## src/rtl/pipe_sram_pkg.sv

```systemverilog
package pipe_sram_pkg;
    // command carried down the pipeline
    typedef enum logic [1:0] {
        OP_IDLE = 2'd0,
        OP_RD   = 2'd1,
        OP_WR   = 2'd2
    } op_e;

    // width of the wrapping burst counter (low address bits)
    localparam int BURST_W = 2;
endpackage

```

## src/rtl/pipe_sram_cmd.sv

```systemverilog
module pipe_sram_cmd
    import pipe_sram_pkg::*;
#(
    parameter int AW = 5,
    parameter int NL = 2
) (
    input  logic          clk,
    input  logic          rst_n,
    input  logic          hold,
    input  logic          cs0,
    input  logic          cs1,
    input  logic          cs2,
    input  logic          burst,
    input  logic          wr,
    input  logic [NL-1:0] byte_we,
    input  logic [AW-1:0] addr,
    output op_e           s1_op,
    output logic [AW-1:0] s1_addr,
    output logic [NL-1:0] s1_be
);
    typedef struct packed {
        op_e           op;
        logic [AW-1:0] addr;
        logic [NL-1:0] be;
    } cmd_t;

    typedef struct packed {
        cmd_t s0;   // captured at the last enabled edge
        cmd_t s1;   // one enabled edge older: owns the next data slot
    } st_t;

    st_t  st_d, st_q;
    logic sel_all;

    always_comb begin
        st_d    = st_q;
        sel_all = cs0 & cs1 & cs2;
        if (!hold) begin
            st_d.s1 = st_q.s0;
            if (burst) begin
                st_d.s0.addr[BURST_W-1:0] = st_q.s0.addr[BURST_W-1:0] + BURST_W'(1);
            end else begin
                st_d.s0.addr = addr;
                st_d.s0.be   = byte_we;
                st_d.s0.op   = !sel_all ? OP_IDLE : (wr ? OP_WR : OP_RD);
            end
        end
    end

    always_ff @(posedge clk or negedge rst_n) begin
        if (!rst_n) st_q <= '0;
        else        st_q <= st_d;
    end

    assign s1_op   = st_q.s1.op;
    assign s1_addr = st_q.s1.addr;
    assign s1_be   = st_q.s1.be;

    // an incomplete select on a new command yields an idle slot
    p_desel_idle_r6: assert property (@(posedge clk) disable iff (!rst_n)
        (!hold && !burst && !(cs0 && cs1 && cs2)) |=> (st_q.s0.op == OP_IDLE));

    // burst keeps the command type and steps the wrapping counter
    p_burst_step_r9: assert property (@(posedge clk) disable iff (!rst_n)
        (!hold && burst) |=> ((st_q.s0.addr[BURST_W-1:0] ==
                               $past(st_q.s0.addr[BURST_W-1:0]) + BURST_W'(1))
                              && (st_q.s0.op == $past(st_q.s0.op))
                              && (st_q.s0.addr[AW-1:BURST_W] == $past(st_q.s0.addr[AW-1:BURST_W]))));

    // a held cycle leaves the command pipeline untouched
    p_cmd_freeze_r8: assert property (@(posedge clk) disable iff (!rst_n)
        hold |=> $stable(st_q));
endmodule

```

## src/rtl/pipe_sram_core.sv

```systemverilog
module pipe_sram_core
    import pipe_sram_pkg::*;
#(
    parameter int AW = 5,
    parameter int NL = 2,
    parameter int LW = 9
) (
    input  logic             clk,
    input  logic             rst_n,
    input  logic             hold,
    input  op_e              s1_op,
    input  logic [AW-1:0]    s1_addr,
    input  logic [NL-1:0]    s1_be,
    input  logic [NL*LW-1:0] din,
    output logic [NL*LW-1:0] dout,
    output logic             dout_en
);
    localparam int DW    = NL * LW;
    localparam int DEPTH = 1 << AW;

    typedef struct packed {
        logic          pv;   // late-write buffer valid
        logic [AW-1:0] pa;
        logic [NL-1:0] pb;
        logic [DW-1:0] pd;
        logic          oe;
        logic [DW-1:0] od;
    } st_t;

    st_t           st_d, st_q;
    logic [DW-1:0] mem [DEPTH];
    logic          commit;
    logic          hit;
    logic [DW-1:0] rd_word;

    always_comb begin
        st_d   = st_q;
        commit = 1'b0;
        hit    = st_q.pv && (st_q.pa == s1_addr);
        for (int l = 0; l < NL; l++) begin
            rd_word[l*LW +: LW] = (hit && st_q.pb[l]) ? st_q.pd[l*LW +: LW]
                                                      : mem[s1_addr][l*LW +: LW];
        end
        if (!hold) begin
            st_d.oe = (s1_op == OP_RD);
            st_d.od = (s1_op == OP_RD) ? rd_word : '0;
            if (s1_op == OP_WR) begin
                commit  = st_q.pv;
                st_d.pv = 1'b1;
                st_d.pa = s1_addr;
                st_d.pb = s1_be;
                st_d.pd = din;
            end
        end
    end

    always_ff @(posedge clk or negedge rst_n) begin
        if (!rst_n) st_q <= '0;
        else        st_q <= st_d;
    end

    // array: the buffered write retires when the next write's data lands
    always_ff @(posedge clk) begin
        if (commit) begin
            for (int l = 0; l < NL; l++) begin
                if (st_q.pb[l]) mem[st_q.pa][l*LW +: LW] <= st_q.pd[l*LW +: LW];
            end
        end
    end

    assign dout    = st_q.od;
    assign dout_en = st_q.oe;

    // the drive enable follows the kind of access owning the slot
    p_oe_slot_r7: assert property (@(posedge clk) disable iff (!rst_n)
        !$past(hold) |-> (dout_en == ($past(s1_op) == OP_RD)));

    // outputs are frozen across a held edge
    p_out_hold_r8: assert property (@(posedge clk) disable iff (!rst_n)
        hold |=> ($stable(dout) && $stable(dout_en)));

    // a full-word hit in the write buffer is returned verbatim
    p_fwd_full_r5: assert property (@(posedge clk) disable iff (!rst_n)
        (!hold && s1_op == OP_RD && st_q.pv && st_q.pa == s1_addr && (&st_q.pb))
        |=> (dout == $past(st_q.pd)));
endmodule

```

## src/rtl/pipe_sram.sv

```systemverilog
module pipe_sram
    import pipe_sram_pkg::*;
#(
    parameter int ADDR_W = 5,
    parameter int LANES  = 2,
    parameter int LANE_W = 9
) (
    input  logic                    clk,
    input  logic                    rst_n,
    input  logic                    hold,
    input  logic                    cs0,
    input  logic                    cs1,
    input  logic                    cs2,
    input  logic                    burst,
    input  logic                    wr,
    input  logic [LANES-1:0]        byte_we,
    input  logic [ADDR_W-1:0]       addr,
    input  logic [LANES*LANE_W-1:0] din,
    output logic [LANES*LANE_W-1:0] dout,
    output logic                    dout_en
);
    localparam int DATA_W = LANES * LANE_W;

    op_e               s1_op;
    logic [ADDR_W-1:0] s1_addr;
    logic [LANES-1:0]  s1_be;
    logic [DATA_W-1:0] rd_q;

    pipe_sram_cmd #(.AW(ADDR_W), .NL(LANES)) i_cmd (
        .clk     (clk),
        .rst_n   (rst_n),
        .hold    (hold),
        .cs0     (cs0),
        .cs1     (cs1),
        .cs2     (cs2),
        .burst   (burst),
        .wr      (wr),
        .byte_we (byte_we),
        .addr    (addr),
        .s1_op   (s1_op),
        .s1_addr (s1_addr),
        .s1_be   (s1_be)
    );

    pipe_sram_core #(.AW(ADDR_W), .NL(LANES), .LW(LANE_W)) i_core (
        .clk     (clk),
        .rst_n   (rst_n),
        .hold    (hold),
        .s1_op   (s1_op),
        .s1_addr (s1_addr),
        .s1_be   (s1_be),
        .din     (din),
        .dout    (rd_q),
        .dout_en (dout_en)
    );

    assign dout = rd_q;

    // nothing is driven in the first cycle out of reset
    p_rst_quiet_r10: assert property (@(posedge clk)
        $rose(rst_n) |-> !dout_en);
endmodule

```

## config.mk

```make
export PLATFORM = sky130hd
export DESIGN_NAME = pipe_sram
export DESIGN_NICKNAME = d
export VERILOG_FILES = /design/src/rtl/pipe_sram_pkg.sv /design/src/rtl/pipe_sram_cmd.sv /design/src/rtl/pipe_sram_core.sv /design/src/rtl/pipe_sram.sv
export SDC_FILE = /design/constraint.sdc
export NUM_CORES = 1
export LEC_CHECK = 0
export ABC_AREA = 1
export BUFFER_PORTS_ARGS = -buffer_cell sky130_fd_sc_hd__buf_4
export CAP_MARGIN = 0
export CORE_UTILIZATION = 43
export DETAILED_ROUTE_END_ITERATION = 6
export PLACE_DENSITY = 0.64
export SLEW_MARGIN = 20
export SYNTH_ARGS = -nofsm -noshare
export SYNTH_HDL_FRONTEND = slang
export SYNTH_SLANG_ARGS = --single-unit
```

## constraint.sdc

```tcl
create_clock -name clk -period 3.83 [get_ports clk]
set_clock_uncertainty 0.15 [all_clocks]
set_input_delay 0.9575 -clock clk [delete_from_list [all_inputs] [get_ports clk]]
set_output_delay 0.9575 -clock clk [all_outputs]
set_load 0.02 [all_outputs]
```

# [Word level (Yosys, flattened, before mapping)]
# Memories as Yosys holds them, arrays and structs flattened.
# Cells that the tools add are included.
# W data, S select, Z words.
[op_classes] n_addsub=1 n_eq_ne=3 n_mux=14 bitwise=4 n_reduce_logical=5
[ops] cell="$mux W18" count=1
[ops] cell="$mux W9" count=2
[ops] cell="$mux W1" count=8
[ops] cell="$mux W2" count=3
[ops] cell="$eq A5 B5 Y1" count=1
[ops] cell="$reduce_and A2 Y1" count=2
[ops] cell="$logic_and A1 B1 Y1" count=3
[ops] cell="$add A2 B1 Y2 const B" count=1
[ops] cell="$and A1 B1 Y1" count=2
[ops] cell="$eq A2 B1 Y1 const B" count=1
[ops] cell="$eq A2 B2 Y1 const B" count=1
[ops] cell="$not A1 Y1" count=2
[totals] reg_bits=63 mem_bits_rw=576 in_bits=33 out_inout_bits=19 word_cells=41 mem_count=1
[mem_list] memory="i_core.mem" depth=32 word_bits=18 read_ports=1 rd_ports_with_merged_regs=0 wr=1 line="pipe_sram_core.sv:31" rtl="logic [DW-1:0] mem [DEPTH];"

# [Depth between registers and ports, before layout]
[depth] ltp_word=5 depth_mapped=13 depth_no_buf=11

# [Hierarchy]
# From an unflattened synthesis, not the netlist that was laid out.
[unflattened] hier_cells=2308 area_unflattened_um2=26369.0
[modules_own_cells] module="pipe_sram_core" n_inst=1 cells_each=2217 area_each_um2=25559.5 seq_area_each_um2=18422.7
[modules_own_cells] module="pipe_sram_cmd" n_inst=1 cells_each=91 area_each_um2=809.5 seq_area_each_um2=450.4

# [Least setup slack after synthesis]
# OpenSTA, ideal clock, no wires.
[synth_timing] path_type="in2reg" startpoint="in hold" endpoint="mem i_core.mem[10][0] (netlist name) (enable)" setup_ns=0.374 arrival_ns=2.055 required_time_ns=3.306 path_slack_ns=1.251 stages=6 path_buffers=1 cell_sequence="inv_1 -> nand3_1 -> inv_1 -> nand3_1 -> clkbuf_1 -> nor2_1"
[synth_via] elab_chain_cells=3
[synth_rtl] element="start: declaration" line="pipe_sram.sv:10" rtl="input logic hold,"
[synth_rtl] element="$mux W1" line="pipe_sram_core.sv:44" rtl="if (!hold) begin"
[synth_rtl] element="$mux W1" line="pipe_sram_core.sv:64" rtl="if (commit) begin"
[synth_rtl] element="$mux W1 (not written as such)" line="pipe_sram_core.sv:66" rtl="if (st_q.pb[l]) mem[st_q.pa][l*LW +: LW] <= st_q.pd[l*LW +: LW];"
[synth_rtl] element="end: declaration" line="pipe_sram_core.sv:31"
# Every way passes these cells.

# [Worst setup path in the final report]
[layout_timing] startpoint="reg i_cmd.st_q (netlist bit i_cmd.s1_addr[2])" endpoint="reg i_core.st_q (netlist bit i_core.dout[6])"
[layout_via] elab_chain_cells=5 elab_cells_between_ends=6 cone_classes="eq/ne (1); mux (2); reduce/logical (2); memory (1)"
[layout_rtl] element="start: declaration" line="pipe_sram_cmd.sv:32" rtl="st_t st_d, st_q;"
[layout_rtl] element="start signal: assignment" line="pipe_sram_cmd.sv:52" rtl="else st_q <= st_d;"
[layout_rtl] element="parallel branches: the longest is 3 deep, another holds $mem_v2 Z32 W18"
[layout_rtl] element="$mux W9 *" line="pipe_sram_core.sv:41" rtl="rd_word[l*LW +: LW] = (hit && st_q.pb[l]) ? st_q.pd[l*LW +: LW]"
[layout_rtl] element="$mux W18 *" line="pipe_sram_core.sv:46" rtl="st_d.od = (s1_op == OP_RD) ? rd_word : '0;"
[layout_rtl] element="end signal: assignment" line="pipe_sram_core.sv:59" rtl="else st_q <= st_d;"
[layout_rtl] element="end: declaration" line="pipe_sram_core.sv:30" rtl="st_t st_d, st_q;"
# Mark *: on every way between the ends.
# A chain may end at the register's enable or synchronous reset.

==> flow_metrics.tcl <==
set metrics [dict create \
    status "completed" \
    multi_input_area_um2 6290 \
    hpwl_um 42300 \
    grt_max_degree 200 \
    fmax_mhz 342 \
    root_buffer "clkbuf_16" \
    hp-class "primary input to async pin" \
    setup_tns_ns 0 \
    firstDrtPassIters 7 \
    final_area_um2 28700 \
    hold_buffers 0 \
    portBuffers 51 \
    drc 0 \
    h-tree-depth 2 \
    cts_buffer_depth 3 \
    io_pins 52 \
    startpoint_type "register" \
    r2r_cells 8 \
    row_count 89 \
    drv_slew 0 \
    area_growth_pct 10.0 \
    start_util 0.439 \
    routabilityCongestion 0.888 \
    num_vias 17400 \
    r2r_slack_ns 0.91 \
    place_area_um2 26900 \
    arrival_ns 3.29 \
    drive_above_1_share 0.0785 \
    ys_ff_latch 639 \
    synth_top_area_frac 0.662 \
    synth_nets 2327 \
    p_seq_frac 0.548 \
    die_h_um 248 \
    cap_violations 0 \
    tritoncts "done" \
    slew_headroom 0.276 \
    route.final.wire_length_um 69500 \
    grt_pass1_vias 16900 \
    nFillCells 5295 \
    rsz0062_at_grt "false" \
    ant_nets 0 \
    yosys-top-cells-area "edfxtp_1 66%, nand2_1 11%, nand3_1 11%" \
    ys_types 21 \
    pwr-share-comb 0.120 \
    drtIter0Drc 1929 \
    grt_use_total 0.223 \
    cts_buffers 60 \
    synthesis.area_um2 26100 \
    critPathMaxFanout 46 \
    wire_per_inst_um 22.5 \
    crit_type "register to register" \
    post-route-min-period_ns 2.92 \
    power.switching_uw 5050 \
    ys_warn_count 0 \
    syn_area_per_cell_um2 11.4 \
    clk_pin_slew_worst_paths_ns 0.06 \
    end_kind "register" \
    viasPerCell 5.63 \
    syn_inst 2294 \
    clkLatencyLatePin_ns 0.63 \
    min_period_over_period 0.763 \
    nNetsFinal 2302 \
    ys_seq_area_frac 0.723 \
    leakage_uw 0.0105 \
    cts_num_sinks 639 \
    power_density_nw_per_um2 597 \
    grt_overflow 0 \
    p_int_uw 12100 \
    setup_viol 0 \
    core_um2 59500 \
    antenna_found_initial 0 \
    required_ns 4.20 \
    post_cts_resized 0 \
    peakVddDrop_mv 0.675 \
    clockPowerShare 0.332 \
    synth_top_area_cell "edfxtp_1" \
    grt_pass1_wl_um 102000 \
    max_slew.worst_pin.slew_ns 1.09 \
    dieArea_um2 61700 \
    cts_setup_buffers 0 \
    fp.dieW_um 248 \
    p_sw_frac 0.295 \
    regArea_um2 18900 \
    finalHoldViolations 0 \
]
## cells by family after synthesis
kind of cell	count (synthesis)	share of synthesized area
buffers and inverters	186	0.0361
and+or+nand+nor	1439	0.235
DFF	639	0.723
AOI/OAI and AO/OA	30	0.00604
## worst paths after layout
path	from	end
max	i_cmd.s1_addr[2]	i_core.dout[6]
min	rst_n	i_core.st_q[28]
max reg2reg	i_cmd.s1_addr[2]	i_core.dout[6]
min reg2reg	i_cmd.s1_op[0]	i_cmd.s1_op[0]
max in group asynchronous	rst_n	i_cmd.s1_addr[1]
min in group clk	i_cmd.s1_op[0]	i_cmd.s1_op[0]
## Yosys cell counts
| library cell | count |
|---|---|
| inv_2 | 4 |
| edfxtp_1 | 576 |
| buf_1 | 21 |
| nor2_2 | 2 |
| inv_1 | 21 |
| a21oi_1 | 3 |
| buf_6 | 3 |
| a22oi_1 | 1 |
| nand4_2 | 2 |
| nor3_1 | 8 |
| nor2_1 | 106 |
| o22ai_1 | 4 |
| nand2_1 | 762 |
| dfrtp_1 | 63 |
| or2_2 | 1 |
| nand3_1 | 558 |
| clkbuf_1 | 31 |
| buf_2 | 70 |
| buf_4 | 36 |
| o21ai_0 | 21 |
| o21ai_1 | 1 |
## power groups by stage
stage / combinational (µW) / clock (µW) / sequential, µW
2_1_floorplan: 1400 / 0 / 8820
3_3_place_gp: 1980 / 0 / 9540
3_5_place_dp: 2000 / 0 / 9530
4_1_cts: 2010 / 5750 / 9390
5_1_grt: 2230 / 6010 / 9430
6_report: 2050 / 5700 / 9390
## critical path, stage by stage (launching register included)
cell and delay [ns]:
dfrtp_2 0.77, buf_4 0.56, o22ai_1 0.17, nor2_1 0.20, nand4_2 0.40, nor2_1 0.23, nor2_1 0.07, nand2_1 0.14
nand2_1 0.07
## layout make-up
cell class,count,share of cell area
well taps,773,0.0337
clock inverters,27,0.00814
repair buffers,74,0.0211
diodes,1,0.0000871
flip-flops and latches,639,0.658
inverters,25,0.00361
clock buffers,84,0.0564
multi-input cells,1469,0.219
## sequential cells by signal (all words and copies together), names as in the netlist
signal / cells
i_core.st_q: 26
i_core.mem: 576
i_core.dout: 18
i_cmd.s1_addr: 5
i_cmd.s1_op: 2
i_core.dout_en: 1
i_cmd.s1_be: 2
i_cmd.st_q: 9
## stage by stage
step	util	total power, µW	setup slack, ns	hold WS (ns)	cells
floorplan	-	10200	1.25	0.287	2294
global placement	0.452	11500	0.759	0.317	2980
detailed placement	0.452	11500	0.672	0.322	2980
CTS	0.483	17200	0.967	0.282	3091
global route	0.483	17700	0.703	0.331	3091
finish	0.483	17100	0.909	0.268	3092
## cells in the final DEF (no fill, tap or decap), types with 2 or more instances in the layout
cell,Yosys,final
nand2_1,762,762
edfxtp_1,576,576
nand3_1,558,558
nor2_1,106,106
buf_4,36,70
clkbuf_16,0,60
dfrtp_1,63,42
o21ai_0,21,21
clkbuf_1,31,21
inv_1,21,20
dfrtp_2,0,19
clkinv_1,0,13
nor3_1,8,8
clkinv_2,0,8
o22ai_1,4,4
bufinv_16,0,4
buf_12,0,4
a21oi_1,3,3
inv_2,4,3
clkbuf_8,0,3
nand4_2,2,2
nor2_2,2,2
dfrtp_4,0,2
## routing by layer
metal / wire, µm / track usage / vias to the layer above / part of all wire
met5: 0 / 0 / - / 0
met3: 6160 / 0.0431 / 133 / 0.089
met1: 28200 / 0.296 / 8505 / 0.41
met4: 2700 / 0.0987 / 0 / 0.039
met2: 32400 / 0.359 / 836 / 0.47
li1: - / - / 7929 / -
No activity file was read; power rests on OpenSTA's default activity.
